$ cat src/rtl/ptpid_pkg.sv
package ptpid_pkg;
  localparam int MT_W   = 4;
  localparam int SEQ_W  = 16;
  localparam int HASH_W = 12;
  localparam int CRC_W  = 32;

  localparam int ETH_HDR  = 14;
  localparam int VLAN_LEN = 4;
  localparam int IP6_LEN  = 40;
  localparam int UDP_LEN  = 8;

  localparam logic [15:0] ET_VLAN = 16'h8100;
  localparam logic [15:0] ET_PTP  = 16'h88F7;
  localparam logic [15:0] ET_IP4  = 16'h0800;
  localparam logic [15:0] ET_IP6  = 16'h86DD;

  localparam int HASH_START = 20;
  localparam int HASH_BYTES = 10;
  localparam int SEQ_OFF    = 30;
  localparam int CTL_OFF    = 32;

  localparam logic [CRC_W-1:0] CRC_POLY = 32'h04C11DB7;
  localparam logic [CRC_W-1:0] CRC_INIT = '1;

  // one byte of the left-shifting CRC, data bits taken LSB first
  function automatic logic [CRC_W-1:0] crc_step(input logic [CRC_W-1:0] c,
                                                input logic [7:0] b);
    logic [CRC_W-1:0] r;
    r = c;
    for (int k = 0; k < 8; k++) begin
      if (r[CRC_W-1] ^ b[k]) r = {r[CRC_W-2:0], 1'b0} ^ CRC_POLY;
      else                   r = {r[CRC_W-2:0], 1'b0};
    end
    return r;
  endfunction
endpackage

$ cat src/rtl/ptpid_hdr_locator.sv
module ptpid_hdr_locator
  import ptpid_pkg::*;
#(
  parameter int POS_W = 8
) (
  input  logic             clk,
  input  logic             rst,
  input  logic             in_valid,
  input  logic [7:0]       in_data,
  input  logic             in_last,
  output logic [POS_W-1:0] pos,
  output logic [POS_W-1:0] off,
  output logic             known_q,
  output logic             known_nxt
);
  localparam logic [POS_W-1:0] POS_MAX   = '1;
  localparam logic [POS_W-1:0] BASE_PLN  = POS_W'(ETH_HDR);
  localparam logic [POS_W-1:0] BASE_TAG  = POS_W'(ETH_HDR + VLAN_LEN);
  localparam logic [POS_W-1:0] L4_SKIP6  = POS_W'(IP6_LEN + UDP_LEN);
  localparam logic [POS_W-1:0] UDP_SKIP  = POS_W'(UDP_LEN);

  logic [POS_W-1:0] pos_q, pos_d, off_q, off_d;
  logic [7:0]       et_hi_q, et_hi_d;
  logic             vlan_q, vlan_d, v4_q, v4_d, known_d;
  logic [POS_W-1:0] base;
  logic [15:0]      etype;

  always_comb begin
    pos_d   = pos_q;
    off_d   = off_q;
    et_hi_d = et_hi_q;
    vlan_d  = vlan_q;
    v4_d    = v4_q;
    known_d = known_q;
    base    = vlan_q ? BASE_TAG : BASE_PLN;
    etype   = {et_hi_q, in_data};
    if (in_valid) begin
      if (pos_q != POS_MAX) pos_d = pos_q + 1'b1;
      if (pos_q == base - POS_W'(2)) et_hi_d = in_data;
      if (!known_q) begin
        if (pos_q == base - POS_W'(1)) begin
          if (etype == ET_VLAN && !vlan_q) begin
            vlan_d = 1'b1;
          end else if (etype == ET_PTP) begin
            known_d = 1'b1;
            off_d   = pos_q + POS_W'(1);
          end else if (etype == ET_IP6) begin
            known_d = 1'b1;
            off_d   = pos_q + POS_W'(1) + L4_SKIP6;
          end else if (etype == ET_IP4) begin
            v4_d = 1'b1;
          end
        end else if (v4_q && pos_q == base) begin
          known_d = 1'b1;
          v4_d    = 1'b0;
          off_d   = base + POS_W'({in_data[3:0], 2'b00}) + UDP_SKIP;
        end
      end
    end
  end

  always_ff @(posedge clk) begin
    if (rst || (in_valid && in_last)) begin
      pos_q   <= '0;
      off_q   <= '0;
      et_hi_q <= '0;
      vlan_q  <= 1'b0;
      v4_q    <= 1'b0;
      known_q <= 1'b0;
    end else begin
      pos_q   <= pos_d;
      off_q   <= off_d;
      et_hi_q <= et_hi_d;
      vlan_q  <= vlan_d;
      v4_q    <= v4_d;
      known_q <= known_d;
    end
  end

  assign pos       = pos_q;
  assign off       = off_q;
  assign known_nxt = known_d;
endmodule

$ cat src/rtl/ptpid_crc_hash.sv
module ptpid_crc_hash
  import ptpid_pkg::*;
(
  input  logic              clk,
  input  logic              rst,
  input  logic              clear,
  input  logic              en,
  input  logic [7:0]        data,
  output logic [HASH_W-1:0] hash_nxt
);
  logic [CRC_W-1:0] crc_q, crc_d;

  always_comb begin
    crc_d = en ? crc_step(crc_q, data) : crc_q;
  end

  always_ff @(posedge clk) begin
    if (rst || clear) crc_q <= CRC_INIT;
    else              crc_q <= crc_d;
  end

  assign hash_nxt = crc_d[CRC_W-1 -: HASH_W];
endmodule

$ cat src/rtl/ptpid_field_capture.sv
module ptpid_field_capture
  import ptpid_pkg::*;
#(
  parameter int POS_W = 8
) (
  input  logic              clk,
  input  logic              rst,
  input  logic              in_valid,
  input  logic [7:0]        in_data,
  input  logic              in_last,
  input  logic [POS_W-1:0]  pos,
  input  logic [POS_W-1:0]  off,
  input  logic              known_q,
  input  logic              known_nxt,
  input  logic [HASH_W-1:0] hash_nxt,
  input  logic [MT_W-1:0]   cmp_msgtype,
  input  logic [SEQ_W-1:0]  cmp_seqid,
  input  logic [HASH_W-1:0] cmp_hash,
  output logic              crc_en,
  output logic              res_valid,
  output logic              res_found,
  output logic              res_short,
  output logic [MT_W-1:0]   res_msgtype,
  output logic [SEQ_W-1:0]  res_seqid,
  output logic [HASH_W-1:0] res_hash,
  output logic              res_sync,
  output logic              res_match
);
  localparam logic [POS_W-1:0] R_MT  = POS_W'(0);
  localparam logic [POS_W-1:0] R_VER = POS_W'(1);
  localparam logic [POS_W-1:0] R_H0  = POS_W'(HASH_START);
  localparam logic [POS_W-1:0] R_H1  = POS_W'(HASH_START + HASH_BYTES - 1);
  localparam logic [POS_W-1:0] R_SQH = POS_W'(SEQ_OFF);
  localparam logic [POS_W-1:0] R_SQL = POS_W'(SEQ_OFF + 1);
  localparam logic [POS_W-1:0] R_CTL = POS_W'(CTL_OFF);

  logic             hit, frame_end;
  logic [POS_W-1:0] rel;
  logic [MT_W-1:0]  mt_q, mt_n, ver_q, ver_n, ctl_q, ctl_n, mt_sel;
  logic [SEQ_W-1:0] seq_q, seq_n;
  logic             gs_q, gs_n, gc_q, gc_n;
  logic             is_v1, complete, ok, id_eq;

  assign hit       = in_valid && known_q && (pos >= off);
  assign rel       = pos - off;
  assign frame_end = in_valid && in_last;
  assign crc_en    = hit && (rel >= R_H0) && (rel <= R_H1);

  always_comb begin
    mt_n  = mt_q;
    ver_n = ver_q;
    ctl_n = ctl_q;
    seq_n = seq_q;
    gs_n  = gs_q;
    gc_n  = gc_q;
    if (hit) begin
      if (rel == R_MT)  mt_n  = in_data[MT_W-1:0];
      if (rel == R_VER) ver_n = in_data[MT_W-1:0];
      if (rel == R_SQH) seq_n[SEQ_W-1:8] = in_data;
      if (rel == R_SQL) begin
        seq_n[7:0] = in_data;
        gs_n       = 1'b1;
      end
      if (rel == R_CTL) begin
        ctl_n = in_data[MT_W-1:0];
        gc_n  = 1'b1;
      end
    end
  end

  assign is_v1    = (ver_n == MT_W'(1));
  assign mt_sel   = is_v1 ? ctl_n : mt_n;
  assign complete = is_v1 ? gc_n : gs_n;
  assign ok       = known_nxt && complete;
  assign id_eq    = (mt_sel == cmp_msgtype) && (seq_n == cmp_seqid) &&
                    (hash_nxt == cmp_hash);

  always_ff @(posedge clk) begin
    if (rst) begin
      mt_q <= '0; ver_q <= '0; ctl_q <= '0; seq_q <= '0;
      gs_q <= 1'b0; gc_q <= 1'b0;
      res_valid   <= 1'b0;
      res_found   <= 1'b0;
      res_short   <= 1'b0;
      res_msgtype <= '0;
      res_seqid   <= '0;
      res_hash    <= '0;
      res_sync    <= 1'b0;
      res_match   <= 1'b0;
    end else begin
      res_valid <= frame_end;
      if (frame_end) begin
        mt_q <= '0; ver_q <= '0; ctl_q <= '0; seq_q <= '0;
        gs_q <= 1'b0; gc_q <= 1'b0;
        res_found   <= known_nxt;
        res_short   <= known_nxt && !complete;
        res_msgtype <= mt_sel;
        res_seqid   <= seq_n;
        res_hash    <= hash_nxt;
        res_sync    <= ok && (mt_sel == '0);
        res_match   <= ok && id_eq;
      end else begin
        mt_q <= mt_n; ver_q <= ver_n; ctl_q <= ctl_n; seq_q <= seq_n;
        gs_q <= gs_n; gc_q <= gc_n;
      end
    end
  end
endmodule

$ cat src/rtl/ptpid_extractor.sv
module ptpid_extractor
  import ptpid_pkg::*;
#(
  // byte counter width; must count past the deepest header field (tag +
  // longest IPv4 header + UDP + control byte, about 120 bytes)
  parameter int POS_W = 8
) (
  input  logic              clk,
  input  logic              rst,
  input  logic              in_valid,
  input  logic [7:0]        in_data,
  input  logic              in_last,
  input  logic [MT_W-1:0]   cmp_msgtype,
  input  logic [SEQ_W-1:0]  cmp_seqid,
  input  logic [HASH_W-1:0] cmp_hash,
  output logic              res_valid,
  output logic              res_found,
  output logic              res_short,
  output logic [MT_W-1:0]   res_msgtype,
  output logic [SEQ_W-1:0]  res_seqid,
  output logic [HASH_W-1:0] res_hash,
  output logic              res_sync,
  output logic              res_match
);
  logic [POS_W-1:0]  pos, off;
  logic              known_q, known_nxt, crc_en;
  logic [HASH_W-1:0] hash_nxt;

  ptpid_hdr_locator #(.POS_W(POS_W)) u_loc (
    .clk(clk), .rst(rst), .in_valid(in_valid), .in_data(in_data),
    .in_last(in_last), .pos(pos), .off(off), .known_q(known_q),
    .known_nxt(known_nxt)
  );

  ptpid_crc_hash u_crc (
    .clk(clk), .rst(rst), .clear(in_valid && in_last), .en(crc_en),
    .data(in_data), .hash_nxt(hash_nxt)
  );

  ptpid_field_capture #(.POS_W(POS_W)) u_cap (
    .clk(clk), .rst(rst), .in_valid(in_valid), .in_data(in_data),
    .in_last(in_last), .pos(pos), .off(off), .known_q(known_q),
    .known_nxt(known_nxt), .hash_nxt(hash_nxt),
    .cmp_msgtype(cmp_msgtype), .cmp_seqid(cmp_seqid), .cmp_hash(cmp_hash),
    .crc_en(crc_en), .res_valid(res_valid), .res_found(res_found),
    .res_short(res_short), .res_msgtype(res_msgtype),
    .res_seqid(res_seqid), .res_hash(res_hash), .res_sync(res_sync),
    .res_match(res_match)
  );
endmodule

$ cat config.mk
export PLATFORM = sky130hd
export DESIGN_NAME = ptpid_extractor
export DESIGN_NICKNAME = d
export VERILOG_FILES = /design/src/rtl/ptpid_pkg.sv /design/src/rtl/ptpid_hdr_locator.sv /design/src/rtl/ptpid_crc_hash.sv /design/src/rtl/ptpid_field_capture.sv /design/src/rtl/ptpid_extractor.sv
export SDC_FILE = /design/constraint.sdc
export NUM_CORES = 1
export LEC_CHECK = 0
export BUFFER_PORTS_ARGS = -buffer_cell sky130_fd_sc_hd__buf_2
export CORE_MARGIN = 2
export CORE_UTILIZATION = 45
export CTS_CLUSTER_SIZE = 14
export DETAILED_ROUTE_END_ITERATION = 16
export PLACE_DENSITY_LB_ADDON = 0.12
export SLEW_MARGIN = 20
export SYNTH_ARGS = -nofsm -noshare
export SYNTH_HDL_FRONTEND = slang
export SYNTH_SLANG_ARGS = --single-unit
$ cat constraint.sdc
create_clock -name clk -period 3.8 [get_ports clk]
set_input_delay 0.76 -clock clk [delete_from_list [all_inputs] [get_ports clk]]
set_output_delay 0.76 -clock clk [all_outputs]
set_load 0.05 [all_outputs]
==> flow_metrics.tcl, run 1 <==
set metrics [dict create \
    synth_top_area_share_pct 34.4 \
    drive_gt1_share_pct 20.4 \
    synth.area.top_cells "dfxtp_1 34%, xnor2_1 8.2%, mux2i_1 4.9%" \
    synth_warnings 0 \
    htreeDepth 4 \
    clk_pin_slew_ps 60 \
    cap_violations 0 \
    hold_buffers 0 \
    p_leak_nw 3.79 \
    root_buffer "clkbuf_16" \
    synth_edf_count 0 \
    grt_use_total_pct 23.9 \
    status "finished, final reports clean" \
    grt-ovfl-total 0 \
    yosysMostFrequentCell "dfxtp_1" \
    final.setup.tns_ps 0 \
    hold_viol 0 \
    ios 81 \
    slew_viol_final 0 \
    cts_max_path_buffers 2 \
    criticalPathCategory "reg -> reg" \
    postRouteWirelength_mm 20.8 \
    num_vias 6456 \
    first_pass_iters 5 \
    finalCritPeriodShare_pct 94.3 \
    fmax_ghz 0.279 \
    critPathBufInv 1 \
    wl_per_cell_microns 17.5 \
    cp.required_ps 4150 \
    critPathMaxStageDelay_ps 530 \
    drc 0 \
    syn_to_final_growth_pct 20.4 \
    coreArea_sq_um 15900 \
    viasPerCell 5.42 \
    drt-initial-drc-count 411 \
    gp_congestion 0.946 \
    ys_seq_elements 126 \
    path_cells "ha_1, a21oi_2, nand2_1, or4b_4, a32o_1, buf_4, nor3_4, mux2i_1, o2111ai_1, nor4_1, nand4_1, o21ai_1" \
    setup_viol 0 \
    p_switching_w 0.000923 \
    final_nets 1030 \
    ys_seq_area_share_pct 34.4 \
    worst_ir_drop_vdd_mv 0.323 \
    dieArea_sq_um 17300 \
    synthFlopType "dfxtp_1" \
    min_period_ps 3580 \
    ys_types 77 \
    port_buffers 80 \
    insertion_delay_ps 420 \
    share_seq_of_total_power_pct 39.4 \
    clock-sinks 126 \
    syn_inst 863 \
    hold_path_class "reg -> reg" \
    grt_max_degree 60 \
    synthArstFlopShare_pct 0 \
    p_int_w 0.00247 \
    power.share.switching_pct 27.2 \
    rsz0062_at_grt "false" \
    syn_area_sq_um 7330 \
    n_antenna_cell 0 \
    antenna_left 0 \
    num_rows 46 \
    avgSynthCellArea_sq_um 8.50 \
    whs_ps 450 \
    antenna_found_initial 0 \
    slew_headroom_pct 54.9 \
    p_comb_share_pct 12.5 \
    critical-path-slowest-cell "or4b_4" \
    cts_tree "yes" \
    place_hpwl_mm 15.2 \
    first_global_vias 6297 \
    power_frac_clock_pct 48.1 \
    syn_nets 929 \
    cp-start-kind "flip-flop" \
    synth_area_leader_cell "dfxtp_1" \
    finClkSkew_ps 9.18 \
    cts_buffers 17 \
    die_h_microns 132 \
    cp.arrival_ps 3940 \
    tightest_slew_ps 676 \
    initial_core_util_pct 46.2 \
    synthTopCellsByCount "126 x dfxtp_1, 95 x nor2_1, 88 x nand2_1" \
    p_per_area_nw_per_um2 385 \
    die_w_microns 132 \
    cp_max_fo 10 \
    cp_top_family "simple AND/OR/NAND/NOR gates" \
    end_kind "flip-flop" \
    grt_pass1_wl_mm 33.1 \
]
power by group through the flow:
stage,registers (W),logic (W),clock network (W)
CTS,0.00134,0.000421,0.00166
detailed placement,0.00137,0.000417,0
floorplan,0.00140,0.000243,0
global route,0.00134,0.000458,0.00172
global placement,0.00137,0.000418,0
finish,0.00134,0.000424,0.00164
worst min-delay path: cells and delay by family (launching register included):
family / cells / cell delay [ps]
compound gates: 1 / 50
flops: 1 / 320
simple gates: 1 / 40
cell families (layout without fill, tap and decap cells):
logic type,after synthesis,after routing,share of synthesized area [%]
AND/OR/NAND/NOR,289,289,19.3
AO/OA/AOI/OAI,186,187,17.4
flip-flops,126,126,34.4
XOR/XNOR,110,110,14.2
buffers and inverters,91,203,5.17
multiplexers,39,39,5.53
adder cells (fa/ha/maj),22,22,3.96
cell type report:
cell class	count	area, sq um
Timing Repair Buffer	129	781
Tap cell	216	270
Multi-Input combinational cell	647	4510
Clock buffer	18	429
Inverter	43	161
Fill cell	1523	7060
Clock inverter	13	155
Sequential cell	126	2520
through the flow:
stage                     cells  total power (W)  worst slack, ps  cell area, sq um  util (%)
after floorplan             863          0.00164              352              7330         -
after global placement     1159          0.00178              105              8170      51.4
after detailed placement   1159          0.00178              123              8170      51.4
after CTS                  1190          0.00342              128              8760      55.1
after global routing       1192          0.00352             29.9              8830      55.6
final                      1192          0.00340              218              8830      55.6
placed cells by master, fill, tap and decap left out, types with 8 or more instances in the layout:
master,synthesis,final
dfxtp_1,126,126
nor2_1,95,95
nand2_1,88,88
buf_2,12,80
xnor2_1,69,69
buf_4,0,48
a21oi_1,45,43
o21ai_0,42,42
inv_1,42,42
xor2_1,34,34
mux2i_1,36,33
o211ai_1,23,23
ha_1,20,20
nand3_1,17,17
clkbuf_16,0,17
nand4_1,13,13
nor4_1,10,10
a211oi_1,9,9
nor3_1,9,9
a31oi_1,8,8
flip-flops by register name (all words and copies together) (netlist names), 8 cells and up:
register	count
u_cap.res_hash	12
u_cap.res_seqid	16
u_cap.seq_q	16
u_crc.crc_q	32
u_loc.et_hi_q	8
u_loc.off	8
u_loc.pos	8
path summary, 6_finish.rpt:
check                                  startpoint                               to  slack (ps)  cells after the start
hold reg to reg   u_cap.res_seqid[0]$_SDFFE_PP0P_  u_cap.res_seqid[0]$_SDFFE_PP0P_         450                      2
setup reg to reg        u_loc.pos[3]$_SDFFE_PP0P_     u_cap.res_match$_SDFFE_PP0P_         220                     12
hold / removal    u_cap.res_seqid[0]$_SDFFE_PP0P_  u_cap.res_seqid[0]$_SDFFE_PP0P_         450                      2
setup / recovery        u_loc.pos[3]$_SDFFE_PP0P_     u_cap.res_match$_SDFFE_PP0P_         220                     12
metal layers:
layer  GRT usage [%]  routed length, microns  vias to the layer above
li1                -                       -                     3233
met2            38.5                    9550                      171
met3            4.44                     940                       27
met1            32.2                    9890                     3025
met4            8.39                     463                        0
met5               0                       0                        -
repair_timing:
item | CTS | global route
resized for setup | 0 | 10
setup buffers | 0 | 1
setup endpoints to repair | 0 | 1
Power figures use the tool's default switching activity.
==> run 2: changes to the inputs <==
--- a/config.mk
+++ b/config.mk
@@ -11,7 +11,7 @@
 export CTS_CLUSTER_SIZE = 14
 export DETAILED_ROUTE_END_ITERATION = 16
 export PLACE_DENSITY_LB_ADDON = 0.12
-export SLEW_MARGIN = 20
+export SLEW_MARGIN = 10
 export SYNTH_ARGS = -nofsm -noshare
 export SYNTH_HDL_FRONTEND = slang
 export SYNTH_SLANG_ARGS = --single-unit
==> constraint.sdc (replaced) <==
create_clock -name clk -period 4.52 [get_ports clk]
set_input_delay 0.904 -clock clk [delete_from_list [all_inputs] [get_ports clk]]
set_output_delay 0.904 -clock clk [all_outputs]
set_load 0.05 [all_outputs]
==> run 2 against run 1 <==
Against the previous run: core utilization down 2.0 points; largest power group unchanged; sequential cell count unchanged; worst hold slack worse by 4.1 ps; critical endpoint unchanged; combinational power is 20% lower; register-to-register slack gained 140 ps; critical path depth is 1 lower; cell area decreased by 3.6%.
==> flow_metrics.tcl, run 2 (synthesized netlist as in run 1, its figures left out) <==
set metrics [dict create \
    status "finished, final reports clean" \
    r2r_cells 11 \
    num_rows 46 \
    gp_congestion 0.902 \
    worstHoldPathCells 2 \
    use_met2_pct 37.7 \
    cts_tree "yes" \
    power.share.switching_pct 28.1 \
    finClkSkew_ps 9.28 \
    rsz0062_at_grt "false" \
    drive_gt1_share_pct 17.2 \
    grt_pass1_wl_mm 32.5 \
    antenna_left 0 \
    syn_to_final_growth_pct 16.1 \
    htreeDepth 4 \
    cts_resized 0 \
    finalCritPeriodShare_pct 92.1 \
    hold_buffers 0 \
    r2r_end "u_cap.res_match$_SDFFE_PP0P_" \
    drt-initial-drc-count 487 \
    insertion_delay_ps 430 \
    largest_register_ffs 32 \
    setup_viol 0 \
    clk_pin_slew_ps 60 \
    grt_use_total_pct 23.7 \
    first_pass_iters 5 \
    cts_buffers 17 \
    ios 81 \
    place_hpwl_mm 14.7 \
    num_vias 6298 \
    cts_max_path_buffers 2 \
    whs_ps 446 \
    mostFrequentLayoutCells "126 x dfxtp_1, 95 x nor2_1, 88 x nand2_1" \
    slew_viol_final 0 \
    grt-busiest-layer "met2" \
    slew_headroom_pct 35.4 \
    port_buffers 80 \
    postRouteWirelength_mm 20.1 \
    layoutNonFillerInstCount 1161 \
    share_seq_of_total_power_pct 40.1 \
    met3_usage_pct 4.98 \
    final.setup.tns_ps 0 \
    clock-sinks 126 \
    first_global_vias 6036 \
    end_kind "flip-flop" \
    placedCellCount 1129 \
    power_frac_clock_pct 47.9 \
    post-cts-setup-buffer-count 0 \
    p_int_w 0.00202 \
    cp-start-kind "flip-flop" \
    worst_ir_drop_vdd_mv 0.273 \
    hold_viol 0 \
    p_comb_share_pct 12.1 \
    drc 0 \
    antenna_found_initial 0 \
    grt_max_degree 69 \
    fmax_ghz 0.240 \
    critical-path-slowest-cell "o211a_1" \
    cp.arrival_ps 4520 \
    largest-register "u_crc.crc_q" \
    p_leak_nw 3.64 \
    criticalPathCategory "reg -> reg" \
    cp_max_fo 17 \
    p_per_area_nw_per_um2 330 \
    die_w_microns 132 \
    critPathMaxStageDelay_ps 590 \
    path_cells "ha_1, nor2b_1, a2111o_1, a311oi_1, o211a_1, nand4_2, mux2i_1, xnor2_1, nor4_1, nand4_1, o21ai_1" \
    root_buffer "clkbuf_16" \
    die_h_microns 132 \
    initial_core_util_pct 46.2 \
    final_common_cell "dfxtp_1" \
    coreArea_sq_um 15900 \
    min_period_ps 4160 \
    viasPerCell 5.42 \
    wl_per_cell_microns 17.3 \
    final_nets 998 \
    use_met1_pct 32.4 \
    cp.required_ps 4880 \
    hold_end "u_cap.res_seqid[0]$_SDFFE_PP0P_" \
    reg2reg_slack_ps 360 \
    tightest_slew_ps 962 \
    cap_violations 0 \
    n_antenna_cell 0 \
    grt-ovfl-total 0 \
    reg_top3 "u_crc.crc_q x32, u_cap.res_seqid x16, u_cap.seq_q x16" \
    min_from "u_cap.res_seqid[0]$_SDFFE_PP0P_" \
    timing.rr.start "u_loc.pos[5]$_SDFFE_PP0P_" \
    p_switching_w 0.000790 \
    hold_path_class "reg -> reg" \
    dieArea_sq_um 17300 \
]
[run 2: how the worst max path moves through the flow]
stage | from | to | slack [ps] | depth (start not counted)
floorplan | u_loc.pos[0]$_SDFFE_PP0P_ | u_cap.res_match$_SDFFE_PP0P_ | 1070 | 15
global placement | u_loc.pos[5]$_SDFFE_PP0P_ | u_cap.res_match$_SDFFE_PP0P_ | 560 | 11
detailed placement | u_loc.pos[5]$_SDFFE_PP0P_ | u_cap.res_match$_SDFFE_PP0P_ | 390 | 11
CTS | u_loc.pos[5]$_SDFFE_PP0P_ | u_cap.res_match$_SDFFE_PP0P_ | 370 | 11
global route | u_loc.pos[0]$_SDFFE_PP0P_ | u_cap.res_match$_SDFFE_PP0P_ | 70 | 14
finish | u_loc.pos[5]$_SDFFE_PP0P_ | u_cap.res_match$_SDFFE_PP0P_ | 360 | 11
[run 2: critical path: cells and delay by family, from the launching register on]
family	cells	cell delay (ps)
XOR/XNOR	1	100
AO/OA/AOI/OAI	4	1460
adder cells (fa/ha/maj)	1	450
flip-flops	1	450
multiplexers	1	430
AND/OR/NAND/NOR	4	1190
[run 2: stage by stage]
step                      total power, W  area [sq um]  setup WS (ps)  util (%)
after floorplan                  0.00138          7330           1070         -
after CTS                        0.00283          8510            374      53.6
after global placement           0.00149          7940            560      50.0
final                            0.00281          8510            357      53.6
after global routing             0.00292          8510           65.1      53.6
after detailed placement         0.00149          7940            393      50.0
[run 2: power groups by stage]
stage                     combinational (W)  sequential, W  clock (W)
after floorplan                    0.000204        0.00118          0
after global placement             0.000340        0.00115          0
after detailed placement           0.000337        0.00115          0
after CTS                          0.000340        0.00113    0.00137
after global routing               0.000367        0.00113    0.00142
final                              0.000339        0.00113    0.00135
[run 2: cell type report]
class,instances,area [sq um]
Fill cell,1530,7370
Multi-Input combinational cell,646,4450
Sequential cell,126,2520
Timing Repair Buffer,98,536
Clock buffer,17,425
Tap cell,216,270
Inverter,43,161
Clock inverter,15,151
[run 2: per-layer routing]
| layer | routed length [microns] | share of wire [%] |
|---|---|---|
| met1 | 9630 | 48 |
| met2 | 9310 | 46 |
| met3 | 836 | 4.2 |
| met4 | 299 | 1.5 |
| met5 | 0 | 0 |
